===== src/rtl/pf_sr_pkg.sv =====
package pf_sr_pkg;
  typedef enum logic [2:0] {
    ST_IDLE = 3'd0,
    ST_DES  = 3'd1,
    ST_PREA = 3'd2,
    ST_SRE  = 3'd3,
    ST_DONE = 3'd4
  } step_e;

  // {act_n, ras_n, cas_n, we_n, a10}
  typedef struct packed {
    logic act_n;
    logic ras_n;
    logic cas_n;
    logic we_n;
    logic a10;
  } cmd_t;

  localparam cmd_t CMD_DES  = 5'b11110;
  localparam cmd_t CMD_PREA = 5'b10101;
  localparam cmd_t CMD_SRE  = 5'b10010;

  function automatic int max3(int a, int b, int c);
    int m;
    m = (a > b) ? a : b;
    return (m > c) ? m : c;
  endfunction
endpackage


===== src/rtl/pf_sr_timer.sv =====
module pf_sr_timer #(
  parameter int CNT_W = 16
) (
  input  logic             clk_i,
  input  logic             rst_ni,
  input  logic             load_i,
  input  logic [CNT_W-1:0] load_val_i,
  output logic             zero_o
);
  logic [CNT_W-1:0] cnt_q;

  always_ff @(posedge clk_i or negedge rst_ni) begin
    if (!rst_ni)            cnt_q <= '0;
    else if (load_i)        cnt_q <= load_val_i;
    else if (cnt_q != '0)   cnt_q <= cnt_q - 1'b1;
  end

  assign zero_o = (cnt_q == '0);
endmodule


===== src/rtl/pf_sr_ctrl.sv =====
module pf_sr_ctrl
  import pf_sr_pkg::*;
#(
  parameter int RFC_W = 16,
  parameter int RP_W  = 8,
  parameter int SRE_W = 8
) (
  input  logic             clk_i,
  input  logic             rst_ni,
  input  logic             takeover_i,
  input  logic             go_i,
  input  logic             clear_i,
  input  logic [RFC_W-1:0] t_rfc_i,
  input  logic [RP_W-1:0]  t_rp_i,
  input  logic [SRE_W-1:0] t_cksre_i,
  output step_e            step_o
);
  localparam int CNT_W = max3(RFC_W, RP_W, SRE_W);

  step_e            step_q, step_d;
  logic             load;
  logic [CNT_W-1:0] load_val;
  logic             wait_over;

  pf_sr_timer #(.CNT_W(CNT_W)) u_timer (
    .clk_i      (clk_i),
    .rst_ni     (rst_ni),
    .load_i     (load),
    .load_val_i (load_val),
    .zero_o     (wait_over)
  );

  always_comb begin
    step_d   = step_q;
    load     = 1'b0;
    load_val = '0;
    unique case (step_q)
      ST_IDLE: if (takeover_i && go_i) begin
        step_d   = ST_DES;
        load     = 1'b1;
        load_val = CNT_W'(t_rfc_i);
      end
      ST_DES: if (wait_over) begin
        step_d   = ST_PREA;
        load     = 1'b1;
        load_val = CNT_W'(t_rp_i);
      end
      ST_PREA: if (wait_over) begin
        step_d   = ST_SRE;
        load     = 1'b1;
        load_val = CNT_W'(t_cksre_i);
      end
      ST_SRE:  if (wait_over) step_d = ST_DONE;
      ST_DONE: if (clear_i)   step_d = ST_IDLE;
      default: step_d = ST_IDLE;
    endcase
  end

  always_ff @(posedge clk_i or negedge rst_ni) begin
    if (!rst_ni) step_q <= ST_IDLE;
    else         step_q <= step_d;
  end

  assign step_o = step_q;
endmodule


===== src/rtl/pf_sr_drive.sv =====
module pf_sr_drive
  import pf_sr_pkg::*;
#(
  parameter int NUM_CS  = 4,
  parameter int NUM_CKE = 2
) (
  input  step_e              step_i,
  output logic [NUM_CS-1:0]  cs_n_o,
  output logic [NUM_CKE-1:0] cke_o,
  output logic               reset_n_o,
  output cmd_t               cmd_o
);
  localparam int GRP_W   = 2;
  localparam int NUM_GRP = NUM_CS / GRP_W;

  logic cs_active, cke_on;

  always_comb begin
    cs_active = 1'b0;
    cke_on    = 1'b1;
    reset_n_o = 1'b1;
    cmd_o     = CMD_DES;
    unique case (step_i)
      ST_PREA: begin cs_active = 1'b1; cmd_o = CMD_PREA; end
      ST_SRE:  begin cs_active = 1'b1; cke_on = 1'b0; cmd_o = CMD_SRE; end
      ST_DONE: begin cke_on = 1'b0; reset_n_o = 1'b0; end
      default: ;
    endcase
  end

  // chip selects driven per two-rank group
  for (genvar g = 0; g < NUM_GRP; g++) begin : g_cs_grp
    assign cs_n_o[g*GRP_W +: GRP_W] = cs_active ? {GRP_W{1'b0}} : {GRP_W{1'b1}};
  end

  assign cke_o = {NUM_CKE{cke_on}};
endmodule


===== src/rtl/pf_sr_mux.sv =====
module pf_sr_mux
  import pf_sr_pkg::*;
#(
  parameter int NUM_CS  = 4,
  parameter int NUM_CKE = 2
) (
  input  logic               sel_seq_i,
  input  logic [NUM_CS-1:0]  seq_cs_n_i,
  input  logic [NUM_CKE-1:0] seq_cke_i,
  input  logic               seq_reset_n_i,
  input  cmd_t               seq_cmd_i,
  input  logic [NUM_CS-1:0]  nrm_cs_n_i,
  input  logic [NUM_CKE-1:0] nrm_cke_i,
  input  logic               nrm_reset_n_i,
  input  cmd_t               nrm_cmd_i,
  output logic [NUM_CS-1:0]  cs_n_o,
  output logic [NUM_CKE-1:0] cke_o,
  output logic               reset_n_o,
  output cmd_t               cmd_o
);
  always_comb begin
    if (sel_seq_i) begin
      cs_n_o    = seq_cs_n_i;
      cke_o     = seq_cke_i;
      reset_n_o = seq_reset_n_i;
      cmd_o     = seq_cmd_i;
    end else begin
      cs_n_o    = nrm_cs_n_i;
      cke_o     = nrm_cke_i;
      reset_n_o = nrm_reset_n_i;
      cmd_o     = nrm_cmd_i;
    end
  end
endmodule


===== src/rtl/pf_sr_seq.sv =====
module pf_sr_seq
  import pf_sr_pkg::*;
#(
  parameter int NUM_CS  = 4,
  parameter int NUM_CKE = 2,
  parameter int RFC_W   = 16,
  parameter int RP_W    = 8,
  parameter int SRE_W   = 8,
  parameter int CMD_W   = 5
) (
  input  logic               clk_i,
  input  logic               rst_ni,
  input  logic               takeover_i,
  input  logic               go_i,
  input  logic               clear_i,
  input  logic [RFC_W-1:0]   t_rfc_i,
  input  logic [RP_W-1:0]    t_rp_i,
  input  logic [SRE_W-1:0]   t_cksre_i,
  input  logic [NUM_CS-1:0]  nrm_cs_n_i,
  input  logic [NUM_CKE-1:0] nrm_cke_i,
  input  logic               nrm_reset_n_i,
  input  logic [CMD_W-1:0]   nrm_cmd_i,
  output logic [NUM_CS-1:0]  cs_n_o,
  output logic [NUM_CKE-1:0] cke_o,
  output logic               reset_n_o,
  output logic [CMD_W-1:0]   cmd_o,
  output logic               busy_o,
  output logic               done_o
);
  step_e              step;
  logic [NUM_CS-1:0]  seq_cs_n;
  logic [NUM_CKE-1:0] seq_cke;
  logic               seq_reset_n;
  cmd_t               seq_cmd;
  cmd_t               mux_cmd;

  pf_sr_ctrl #(.RFC_W(RFC_W), .RP_W(RP_W), .SRE_W(SRE_W)) u_ctrl (
    .clk_i      (clk_i),
    .rst_ni     (rst_ni),
    .takeover_i (takeover_i),
    .go_i       (go_i),
    .clear_i    (clear_i),
    .t_rfc_i    (t_rfc_i),
    .t_rp_i     (t_rp_i),
    .t_cksre_i  (t_cksre_i),
    .step_o     (step)
  );

  pf_sr_drive #(.NUM_CS(NUM_CS), .NUM_CKE(NUM_CKE)) u_drive (
    .step_i    (step),
    .cs_n_o    (seq_cs_n),
    .cke_o     (seq_cke),
    .reset_n_o (seq_reset_n),
    .cmd_o     (seq_cmd)
  );

  pf_sr_mux #(.NUM_CS(NUM_CS), .NUM_CKE(NUM_CKE)) u_mux (
    .sel_seq_i     (takeover_i),
    .seq_cs_n_i    (seq_cs_n),
    .seq_cke_i     (seq_cke),
    .seq_reset_n_i (seq_reset_n),
    .seq_cmd_i     (seq_cmd),
    .nrm_cs_n_i    (nrm_cs_n_i),
    .nrm_cke_i     (nrm_cke_i),
    .nrm_reset_n_i (nrm_reset_n_i),
    .nrm_cmd_i     (cmd_t'(nrm_cmd_i)),
    .cs_n_o        (cs_n_o),
    .cke_o         (cke_o),
    .reset_n_o     (reset_n_o),
    .cmd_o         (mux_cmd)
  );

  assign cmd_o  = CMD_W'(mux_cmd);
  assign busy_o = (step == ST_DES) || (step == ST_PREA) || (step == ST_SRE);
  assign done_o = (step == ST_DONE);
endmodule


===== config.mk =====
export PLATFORM = sky130hd
export DESIGN_NAME = pf_sr_seq
export DESIGN_NICKNAME = d
export VERILOG_FILES = /design/src/rtl/pf_sr_pkg.sv /design/src/rtl/pf_sr_timer.sv /design/src/rtl/pf_sr_ctrl.sv /design/src/rtl/pf_sr_drive.sv /design/src/rtl/pf_sr_mux.sv /design/src/rtl/pf_sr_seq.sv
export SDC_FILE = /design/constraint.sdc
export NUM_CORES = 1
export LEC_CHECK = 0
export BUFFER_PORTS_ARGS = -buffer_cell sky130_fd_sc_hd__buf_4
export CORE_MARGIN = 2
export CORE_UTILIZATION = 30
export CTS_BUF_LIST = sky130_fd_sc_hd__clkbuf_4 sky130_fd_sc_hd__clkbuf_8 sky130_fd_sc_hd__clkbuf_16
export DETAILED_ROUTE_END_ITERATION = 8
export SYNTH_ARGS = -nofsm -noshare
export SYNTH_HDL_FRONTEND = slang
export SYNTH_SLANG_ARGS = --single-unit

===== constraint.sdc =====
create_clock -name clk_i -period 2.4 [get_ports clk_i]
set_input_delay 0.36 -clock clk_i [delete_from_list [all_inputs] [get_ports clk_i]]
set_output_delay 0.36 -clock clk_i [all_outputs]
set_load 0.02 [all_outputs]

==> results of run 1 <==
## path summary, 6_finish.rpt
| path | slack (ns) | to | startpoint | cells after the start |
|---|---|---|---|---|
| setup / recovery | 0.27 | u_ctrl.u_timer.cnt_q[10] | u_ctrl.u_timer.cnt_q[0] | 7 |
| hold / removal | 0.27 | u_ctrl.step_o[2] | clear_i | 2 |
| setup reg to reg | 0.27 | u_ctrl.u_timer.cnt_q[10] | u_ctrl.u_timer.cnt_q[0] | 7 |
| hold reg to reg | 0.60 | u_ctrl.u_timer.cnt_q[13] | u_ctrl.u_timer.cnt_q[13] | 2 |
| max in group asynchronous | 1.68 | u_ctrl.u_timer.cnt_q[2] | rst_ni | 2 |
| min in group asynchronous | 0.51 | u_ctrl.u_timer.cnt_q[9] | rst_ni | 2 |
## through the flow
step / util, % / worst slack, ns
floorplan: - / 0.518
global placement: 42.6 / 0.405
detailed placement: 42.6 / 0.340
CTS: 43.8 / 0.312
global route: 43.8 / 0.0984
finish: 43.8 / 0.272
## cell families after synthesis
kind of cell / count (synthesis)
AOI/OAI and AO/OA: 55
and+or+nand+nor: 73
adders and majority gates: 2
muxes: 2
DFF: 19
buffers and inverters: 19
xor gates and xnor gates: 9
## metal layers
| layer | up-vias | global-route usage [%] |
|---|---|---|
| met1 | 714 | 22.7 |
| met2 | 40 | 25.5 |
| li1 | 785 | - |
| met3 | 4 | 3.79 |
| met5 | - | 0 |
| met4 | 0 | 3.57 |
## worst max-delay path, cell delays in order, from the launching register on
cell,delay [ns]
dfrtp_1,0.44
inv_1,0.10
ha_1,0.16
nor3b_1,0.47
and4_1,0.30
o211ai_1,0.16
and3_1,0.21
o22a_1,0.17
## layout make-up
cell class	instances	area, um2	area share [%]
tap	67	83.8	4.02
timing repair buffer	69	520	25.0
inverter	9	33.8	1.62
sequential	19	475	22.8
multi-input combinational	141	922	44.2
clock buffer	4	48.8	2.34
## registers in the layout, summed over array words and instances, names as in the netlist
register              count
u_ctrl.step_o             3
u_ctrl.u_timer.cnt_q     16
## cell usage in the layout (no fill, tap or decap), types with 3 or more instances in the layout
cell type and instances:
o21ai_1 5, nand2_1 20, a21oi_1 8, xnor2_1 3, dfrtp_1 19, nor2b_1 3
o21ai_0 6, buf_4 68, a22oi_1 8, nor2_1 17, nor4_2 3, or3_1 4
nor3_1 5, inv_1 9, clkbuf_8 3, a31oi_1 5, nand3_1 8, xor2_1 6
o21a_1 5, nand4_1 4
## what timing repair did
item	4_1_cts	5_1_grt
hold buffers	1	0
endpoints found under the hold margin	19	0
setup endpoints to repair	0	0
## power breakdown
part	total, mW	internal (mW)	switching, mW
Sequential	0.679	0.456	0.223
Clock	0.243	0.130	0.113
Combinational	0.681	0.347	0.334
==> flow_metrics.env, run 1 <==
export IMPL_final_nets=294
export IMPL_synth_xor_area_share_pct=5.31
export IMPL_clk_transition_reported_paths_ns=0.07
export IMPL_vdd_ir_drop_worst_mv=0.373
export IMPL_critical_path_class="register to register"
export IMPL_ant_nets=0
export IMPL_dr_wl_met2_um=2010
export IMPL_cp_start_kind="register"
export IMPL_p_leak_nw=0.929
export IMPL_placementRows=25
export IMPL_fmax_mhz=470
export IMPL_start_util_pct=31.2
export IMPL_first_global_vias=1466
export IMPL_holdCritPathClass="input pin to register"
export IMPL_wl_met3_um=258
export IMPL_clock_path_buffers=2
export IMPL_track_usage_pct=16.2
export IMPL_diodes=0
export IMPL_drive_gt1_share_pct=33.9
export IMPL_ctsResizeCount=0
export IMPL_synthToLayoutAreaGrowth_pct=40.4
export IMPL_stdcell_area_mm2=0.00208
export IMPL_endpoint_kind="register"
export IMPL_post_cts_buffers=0
export IMPL_finClkSkew_ns=0.00158
export IMPL_rsz0062_at_grt="no"
export IMPL_htree_levels=1
export IMPL_cts_tree="built"
export IMPL_async_reset_ff_share_pct=100
export IMPL_die_w_um=74.4
export IMPL_synth_compound_area_share_pct=25.7
export IMPL_hold_violations=0
export IMPL_wl_per_cell_um=14.1
export IMPL_muxShareOfSynthArea_pct=1.35
export IMPL_synthAdderAreaFrac_pct=1.68
export IMPL_ys_seq_area_share_pct=32.0
export IMPL_drv_cap=0
export IMPL_grt_max_degree=20
export IMPL_ys_seq_elements=19
export IMPL_finalSetupViolations=0
export IMPL_wl_met1_um=2050
export IMPL_io_pins=63
export IMPL_syn_inst=179
export IMPL_outcome="finished, final reports clean"
export IMPL_core_mm2=0.00475
export IMPL_tightest_slew_ns=0.535
export IMPL_ys_types=43
export IMPL_cp_data_required_time_ns=2.55
export IMPL_drt_wl_total_um=4360
export IMPL_dp_cells=304
export IMPL_routed_top_layer="met4"
export IMPL_fin_cells=309
export IMPL_io_buffers=62
export IMPL_drc=0
export IMPL_drt_iter0_drc=117
export IMPL_numCtsBuffers=3
export IMPL_cp_arrival_ns=2.28
export IMPL_avgSynthCellArea_um2=8.30
export IMPL_synth_simple_area_share_pct=28.1
export IMPL_fin_tns_setup_ns=0
export IMPL_fill_cells=519
export IMPL_syn_nets=230
export IMPL_ys_warn_count=0
export IMPL_gr_total_overflow=0
export IMPL_yosys_most_used_dff="dfrtp_1"
export IMPL_gp_congestion=0.835
export IMPL_synth_edff_count=0
export IMPL_holdWs_ns=0.272
export IMPL_viasPerCell=4.99
export IMPL_dr_pass1_iters=4
export IMPL_synth_top_cell_by_area="dfrtp_1"
export IMPL_placed_area_mm2=0.00203
export IMPL_fp_dieH_um=74.4
export IMPL_netlist_top_cells_count="nand2_1, dfrtp_1, nor2_1, inv_1"
export IMPL_antenna_found_initial=0
export IMPL_grt_pass1_wl_um=6860
export IMPL_slew_headroom_pct=64.2
export IMPL_syn_area_mm2=0.00149
export IMPL_vias=1543
export IMPL_yosysMostFrequentCell="nand2_1"
export IMPL_post_dp_hpwl_um=3330
export IMPL_die_area_mm2=0.00553
export IMPL_ctsRootBufferMaster="clkbuf_8"
export IMPL_finalMaxSlewViolations=0
export IMPL_min_period_ns=2.13
export IMPL_period_share_pct=88.7
export IMPL_clk_latency_ns=0.26
export IMPL_finalPower_mw=1.60
export IMPL_p_per_area_mw_per_mm2=769
export IMPL_synth_area_leaders="dfrtp_1, nand2_1, nor2_1"
export IMPL_path_max_fanout=7
export IMPL_synth_top_family_by_area="simple AND/OR/NAND/NOR gates"
export IMPL_clkSinkCount=19
export IMPL_yosysTopAreaCellShare_pct=32.0
Power figures use the tool's default switching activity.
==> inputs of run 2 (changes only) <==
- SYNTH_HIERARCHICAL: not set -> 1
==> flow_metrics.env, run 2 <==
export IMPL_yosysTopAreaCellShare_pct=27.5
export IMPL_layout_common_cells="buf_4, dfrtp_1, nand2_1"
export IMPL_synth_top_cell_by_area="dfrtp_1"
export IMPL_fin_ws_ns=0.222
export IMPL_grt_busiest_layer="met2"
export IMPL_slew_headroom_pct=52.0
export IMPL_pwr_share_seq_pct=32.4
export IMPL_r2r_end="u_ctrl/u_timer/cnt_q[10]"
export IMPL_rr_startpoint="u_ctrl/u_timer/cnt_q[11]"
export IMPL_holdWs_ns=0.360
export IMPL_comb_power_share_pct=55.2
export IMPL_finalPower_mw=1.98
export IMPL_place_ws_ns=0.259
export IMPL_ff_latch_area_um2=475
export IMPL_placed_area_mm2=0.00226
export IMPL_endpoint_kind="register"
export IMPL_die_w_um=79.9
export IMPL_fp_dieH_um=79.9
export IMPL_use_met1_pct=20.4
export IMPL_avgSynthCellArea_um2=9.44
export IMPL_clkPwrFrac_pct=12.3
export IMPL_drc=0
export IMPL_clk_latency_ns=0.26
export IMPL_ys_seq_area_share_pct=27.5
export IMPL_hold_violations=0
export IMPL_ys_warn_count=6
export IMPL_final_util_pct=42.0
export IMPL_grt_use_met2_pct=25.3
export IMPL_fin_cells=317
export IMPL_layout_commonest_cell="buf_4"
export IMPL_netlist_top_cells_count="dfrtp_1, nand2_1, nand2b_1, mux2_4"
export IMPL_p_int_mw=1.16
export IMPL_vias=1562
export IMPL_fmax_mhz=459
export IMPL_async_reset_ff_share_pct=100
export IMPL_grt_max_degree=29
export IMPL_stdcell_area_mm2=0.00233
export IMPL_drv_cap=0
export IMPL_p_sw_share_pct=41.4
export IMPL_die_area_mm2=0.00638
export IMPL_finalMaxSlewViolations=0
export IMPL_holdCritPathClass="input pin to register"
export IMPL_use_met3_pct=1.58
export IMPL_dr_pass1_iters=4
export IMPL_syn_inst=183
export IMPL_gr_total_overflow=0
export IMPL_fin_tns_setup_ns=0
export IMPL_synthToLayoutAreaGrowth_pct=34.9
export IMPL_clk_transition_reported_paths_ns=0.08
export IMPL_rsz0062_at_grt="no"
export IMPL_wl_per_cell_um=14.1
export IMPL_drive_gt1_share_pct=42.4
export IMPL_post_cts_buffers=0
export IMPL_ys_types=52
export IMPL_syn_area_mm2=0.00173
export IMPL_cp_data_required_time_ns=2.55
export IMPL_placementRows=27
export IMPL_p_leak_nw=1.02
export IMPL_cp_start_kind="register"
export IMPL_vdd_ir_drop_worst_mv=0.307
export IMPL_htree_levels=1
export IMPL_regMostFlops="u_ctrl/u_timer/cnt_q"
export IMPL_min_period_ns=2.18
export IMPL_clkSinkCount=19
export IMPL_cp_startpoint="u_ctrl/u_timer/cnt_q[11]"
export IMPL_multi_input_area_mm2=0.00112
export IMPL_ctsRootBufferMaster="clkbuf_8"
export IMPL_numCtsBuffers=3
export IMPL_track_usage_pct=15.2
export IMPL_drt_iter0_drc=105
export IMPL_first_global_vias=1560
export IMPL_tightest_slew_ns=0.714
export IMPL_synth_area_leaders="dfrtp_1, mux2_4, nand2b_1"
export IMPL_synth_edff_count=0
export IMPL_syn_nets=233
export IMPL_p_per_area_mw_per_mm2=850
export IMPL_grt_pass1_wl_um=7680
export IMPL_io_buffers=62
export IMPL_gp_congestion=0.897
export IMPL_drt_wl_total_um=4480
export IMPL_switchingPower_mw=0.819
export IMPL_viasPerCell=4.93
export IMPL_clock_path_buffers=2
export IMPL_start_util_pct=31.2
export IMPL_diodes=0
export IMPL_antenna_found_initial=0
export IMPL_critical_path_class="register to register"
export IMPL_io_pins=63
export IMPL_cp_slowest_cell="dfrtp_1"
export IMPL_finalSetupViolations=0
export IMPL_ys_seq_elements=19
export IMPL_finClkSkew_ns=0.00417
export IMPL_yosysMostFrequentCell="dfrtp_1"
export IMPL_outcome="finished, final reports clean"
export IMPL_cpPeakStageDelay_ns=0.43
export IMPL_dp_cells=312
export IMPL_cp_arrival_ns=2.33
export IMPL_reg2regPathDepth=8
export IMPL_path_cells="nor4_2, nand2b_1, nor2_2, nand2b_1, o21bai_2, buf_12, nor2b_1, a221o_1"
export IMPL_crit_path_frequent_cell="nand2b_1"
export IMPL_ant_nets=0
export IMPL_final_nets=296
export IMPL_rrSetupSlack_ns=0.22
export IMPL_yosys_most_used_dff="dfrtp_1"
export IMPL_period_share_pct=90.7
export IMPL_critPathCapture="u_ctrl/u_timer/cnt_q[10]"
export IMPL_post_dp_hpwl_um=3400
export IMPL_path_max_fanout=28
export IMPL_cts_tree="built"
export IMPL_fill_cells=579
export IMPL_largest_register_ffs=16
export IMPL_core_mm2=0.00554
==> run 2: changes by cell type in the layout (fill, tap and decap cells not counted), moves of 6 or more <==
cell,previous run,this run
nand3_1,8,2
o2bb2ai_1,0,8
nand2b_1,0,12
inv_1,9,2
and2_1,0,8
nor2_1,17,8
mux2_4,0,10
==> run 2: cells by family after synthesis <==
kind of cell | Yosys count | share of synthesized area, %
AOI/OAI and AO/OA | 44 | 19.9
adders and majority gates | 1 | 0.725
buffers and inverters | 20 | 7.97
and+or+nand+nor | 76 | 28.6
muxes | 13 | 10.6
xor gates and xnor gates | 9 | 4.57
DFF | 19 | 27.5
other | 1 | 0.217
==> run 2: critical path: cells and delay by family, from the launching register on <==
family,cells,cell delay [ns]
AO/OA/AOI/OAI,2,0.54
buffers and inverters,1,0.19
flip-flops,1,0.43
AND/OR/NAND/NOR,5,0.89
==> run 2: power by group through the flow <==
stage | Combinational (mW) | Sequential, mW | Clock (mW)
floorplan | 0.810 | 0.627 | 0
global placement | 1.08 | 0.644 | 0
detailed placement | 1.09 | 0.647 | 0
CTS | 1.10 | 0.643 | 0.254
global route | 1.21 | 0.675 | 0.265
finish | 1.09 | 0.641 | 0.244
==> run 2: worst min path at each step <==
stage	startpoint	slack, ns	cells after the start	endpoint
after global routing	clear_i	0.39	3	u_ctrl/step_o[2]
after global placement	rst_ni	0.26	1	u_ctrl/u_timer/cnt_q[14]
after CTS	clear_i	0.36	3	u_ctrl/step_o[2]
after floorplan	rst_ni	0.06	0	u_ctrl/step_o[0]
final	clear_i	0.36	3	u_ctrl/step_o[2]
after detailed placement	rst_ni	0.26	1	u_ctrl/u_timer/cnt_q[15]
==> run 2: final cells by class <==
| class | count | share of cell area [%] |
|---|---|---|
| well taps | 72 | 3.87 |
| clock buffers | 4 | 2.10 |
| repair buffers | 75 | 24.8 |
| inverters | 3 | 0.484 |
| multi-input cells | 144 | 48.3 |
| flip-flops and latches | 19 | 20.4 |
==> run 2: repair_timing <==
action / CTS / global route
hold buffers: 1 / 0
setup endpoints to repair: 0 / 4
endpoints found under the hold margin: 19 / 0
resized for setup: 0 / 1
==> run 2: routing by layer <==
layer	vias up	part of all wire, %
li1	783	-
met1	736	45
met2	38	50
met3	5	3.2
met4	0	1.5
met5	-	0
==> inputs of run 3 (changes only) <==
- CORE_UTILIZATION: 30 -> 50
- PLACE_DENSITY: not set -> 0.81
==> flow_metrics.env, run 3 (same netlist as run 2, synthesis figures left out) <==
export IMPL_grt_pass1_wl_um=7110
export IMPL_min_period_ns=2.14
export IMPL_comb_power_share_pct=58.1
export IMPL_viasPerCell=5.46
export IMPL_drt_iter0_drc=87
export IMPL_antenna_found_initial=0
export IMPL_holdCritPathClass="input pin to register"
export IMPL_cts_tree="built"
export IMPL_numCtsBuffers=3
export IMPL_synthToLayoutAreaGrowth_pct=31.3
export IMPL_rsz0062_at_grt="no"
export IMPL_ff_latch_area_um2=475
export IMPL_clock_path_buffers=2
export IMPL_cp_arrival_ns=2.35
export IMPL_grt_max_degree=20
export IMPL_track_usage_pct=22.5
export IMPL_drc=0
export IMPL_ant_nets=0
export IMPL_finalPower_mw=1.90
export IMPL_p_per_area_mw_per_mm2=839
export IMPL_drt_wl_total_um=4110
export IMPL_post_dp_hpwl_um=3150
export IMPL_vdd_ir_drop_worst_mv=0.569
export IMPL_path_max_fanout=14
export IMPL_ctsRootBufferMaster="clkbuf_4"
export IMPL_fin_ws_ns=0.259
export IMPL_cp_data_required_time_ns=2.61
export IMPL_die_area_mm2=0.00394
export IMPL_vias=1595
export IMPL_period_share_pct=89.2
export IMPL_pwr_share_seq_pct=32.4
export IMPL_path_cells="inv_1, ha_1, nor3b_4, nand3_2, nor2_2, nand2b_1, o21bai_2, buf_4, nor2b_1, a221o_1"
export IMPL_dp_cells=287
export IMPL_drv_cap=0
export IMPL_start_util_pct=51.7
export IMPL_clk_transition_reported_paths_ns=0.11
export IMPL_regMostFlops="u_ctrl/u_timer/cnt_q"
export IMPL_dr_pass1_iters=4
export IMPL_layout_commonest_cell="buf_4"
export IMPL_layout_common_cells="buf_4, dfrtp_1, nand2_1"
export IMPL_p_int_mw=1.09
export IMPL_endpoint_kind="register"
export IMPL_multi_input_area_mm2=0.00112
export IMPL_finalSetupViolations=0
export IMPL_ctsResizeCount=0
export IMPL_fill_cells=280
export IMPL_drive_gt1_share_pct=42.3
export IMPL_fin_cells=292
export IMPL_outcome="finished, final reports clean"
export IMPL_rrSetupSlack_ns=0.26
export IMPL_place_ws_ns=0.269
export IMPL_largest_register_ffs=16
export IMPL_wl_per_cell_um=14.1
export IMPL_hold_violations=0
export IMPL_htree_levels=1
export IMPL_cp_slowest_cell="dfrtp_1"
export IMPL_final_nets=297
export IMPL_diodes=0
export IMPL_critical_path_class="register to register"
export IMPL_cp_start_kind="register"
export IMPL_io_pins=63
export IMPL_clk_latency_ns=0.31
export IMPL_first_global_vias=1552
export IMPL_p_sw_share_pct=42.6
export IMPL_fmax_mhz=467
export IMPL_placementRows=21
export IMPL_clkSinkCount=19
export IMPL_die_w_um=62.8
export IMPL_fin_tns_setup_ns=0
export IMPL_gp_congestion=0.843
export IMPL_finalMaxSlewViolations=0
export IMPL_io_buffers=62
export IMPL_p_leak_nw=1.01
export IMPL_finClkSkew_ns=0.00406
export IMPL_fp_dieH_um=62.8
export IMPL_switchingPower_mw=0.810
export IMPL_gr_total_overflow=0
export IMPL_cpPeakStageDelay_ns=0.43
export IMPL_core_mm2=0.00334
export IMPL_clkPwrFrac_pct=9.5
## run 3: metal layers
metal  vias up  wire length, um  track usage, %
met3         6              194            5.23
met1       760             1790            26.2
met5         -                0               0
li1        785                -               -
met4         0               69            9.17
met2        44             2060            39.8
## run 3: power groups by stage
stage	combinational, mW	sequential (mW)	clock (mW)
finish	1.11	0.615	0.182
global route	1.21	0.633	0.205
global placement	1.08	0.612	0
CTS	1.11	0.613	0.187
detailed placement	1.10	0.622	0
floorplan	0.810	0.627	0
## run 3: final timing paths
| check | startpoint | endpoint | depth (start not counted) |
|---|---|---|---|
| worst max-delay path | u_ctrl/u_timer/cnt_q[0] | u_ctrl/u_timer/cnt_q[14] | 10 |
| worst max register to register | u_ctrl/u_timer/cnt_q[0] | u_ctrl/u_timer/cnt_q[14] | 10 |
| min in group asynchronous | rst_ni | u_ctrl/u_timer/cnt_q[15] | 2 |
| worst min-delay path | clear_i | u_ctrl/step_o[2] | 3 |
| max in group asynchronous | rst_ni | u_ctrl/u_timer/cnt_q[4] | 2 |
| worst min register to register | u_ctrl/u_timer/cnt_q[6] | u_ctrl/u_timer/cnt_q[6] | 2 |
## run 3: area by class of cell
cell class                 instances  share of cell area (%)
multi-input combinational        144                    49.4
timing repair buffer              76                    25.3
sequential                        19                    21.0
tap                               46                    2.54
clock buffer                       4                    1.32
inverter                           3                   0.497
## run 3: per-stage QoR
stage | utilization (%) | area [um2] | hold WS, ns
finish | 67.9 | 2270 | 0.317
global route | 67.9 | 2270 | 0.337
CTS | 67.9 | 2270 | 0.313
detailed placement | 66.7 | 2230 | 0.253
global placement | 66.7 | 2230 | 0.253
floorplan | - | 1740 | 0.0644
## run 3: worst max-delay path, delay by kind of cell (launching register included)
| kind | cells | cell delay [ns] |
|---|---|---|
| flip-flops | 1 | 0.43 |
| adder cells (fa/ha/maj) | 1 | 0.18 |
| AND/OR/NAND/NOR | 5 | 0.64 |
| AO/OA/AOI/OAI | 2 | 0.49 |
| buffers and inverters | 2 | 0.30 |
## run 3: timing repair
action                    CTS  global route
buffers inserted            0             0
hold endpoints to repair   19             0
hold buffers                1             0
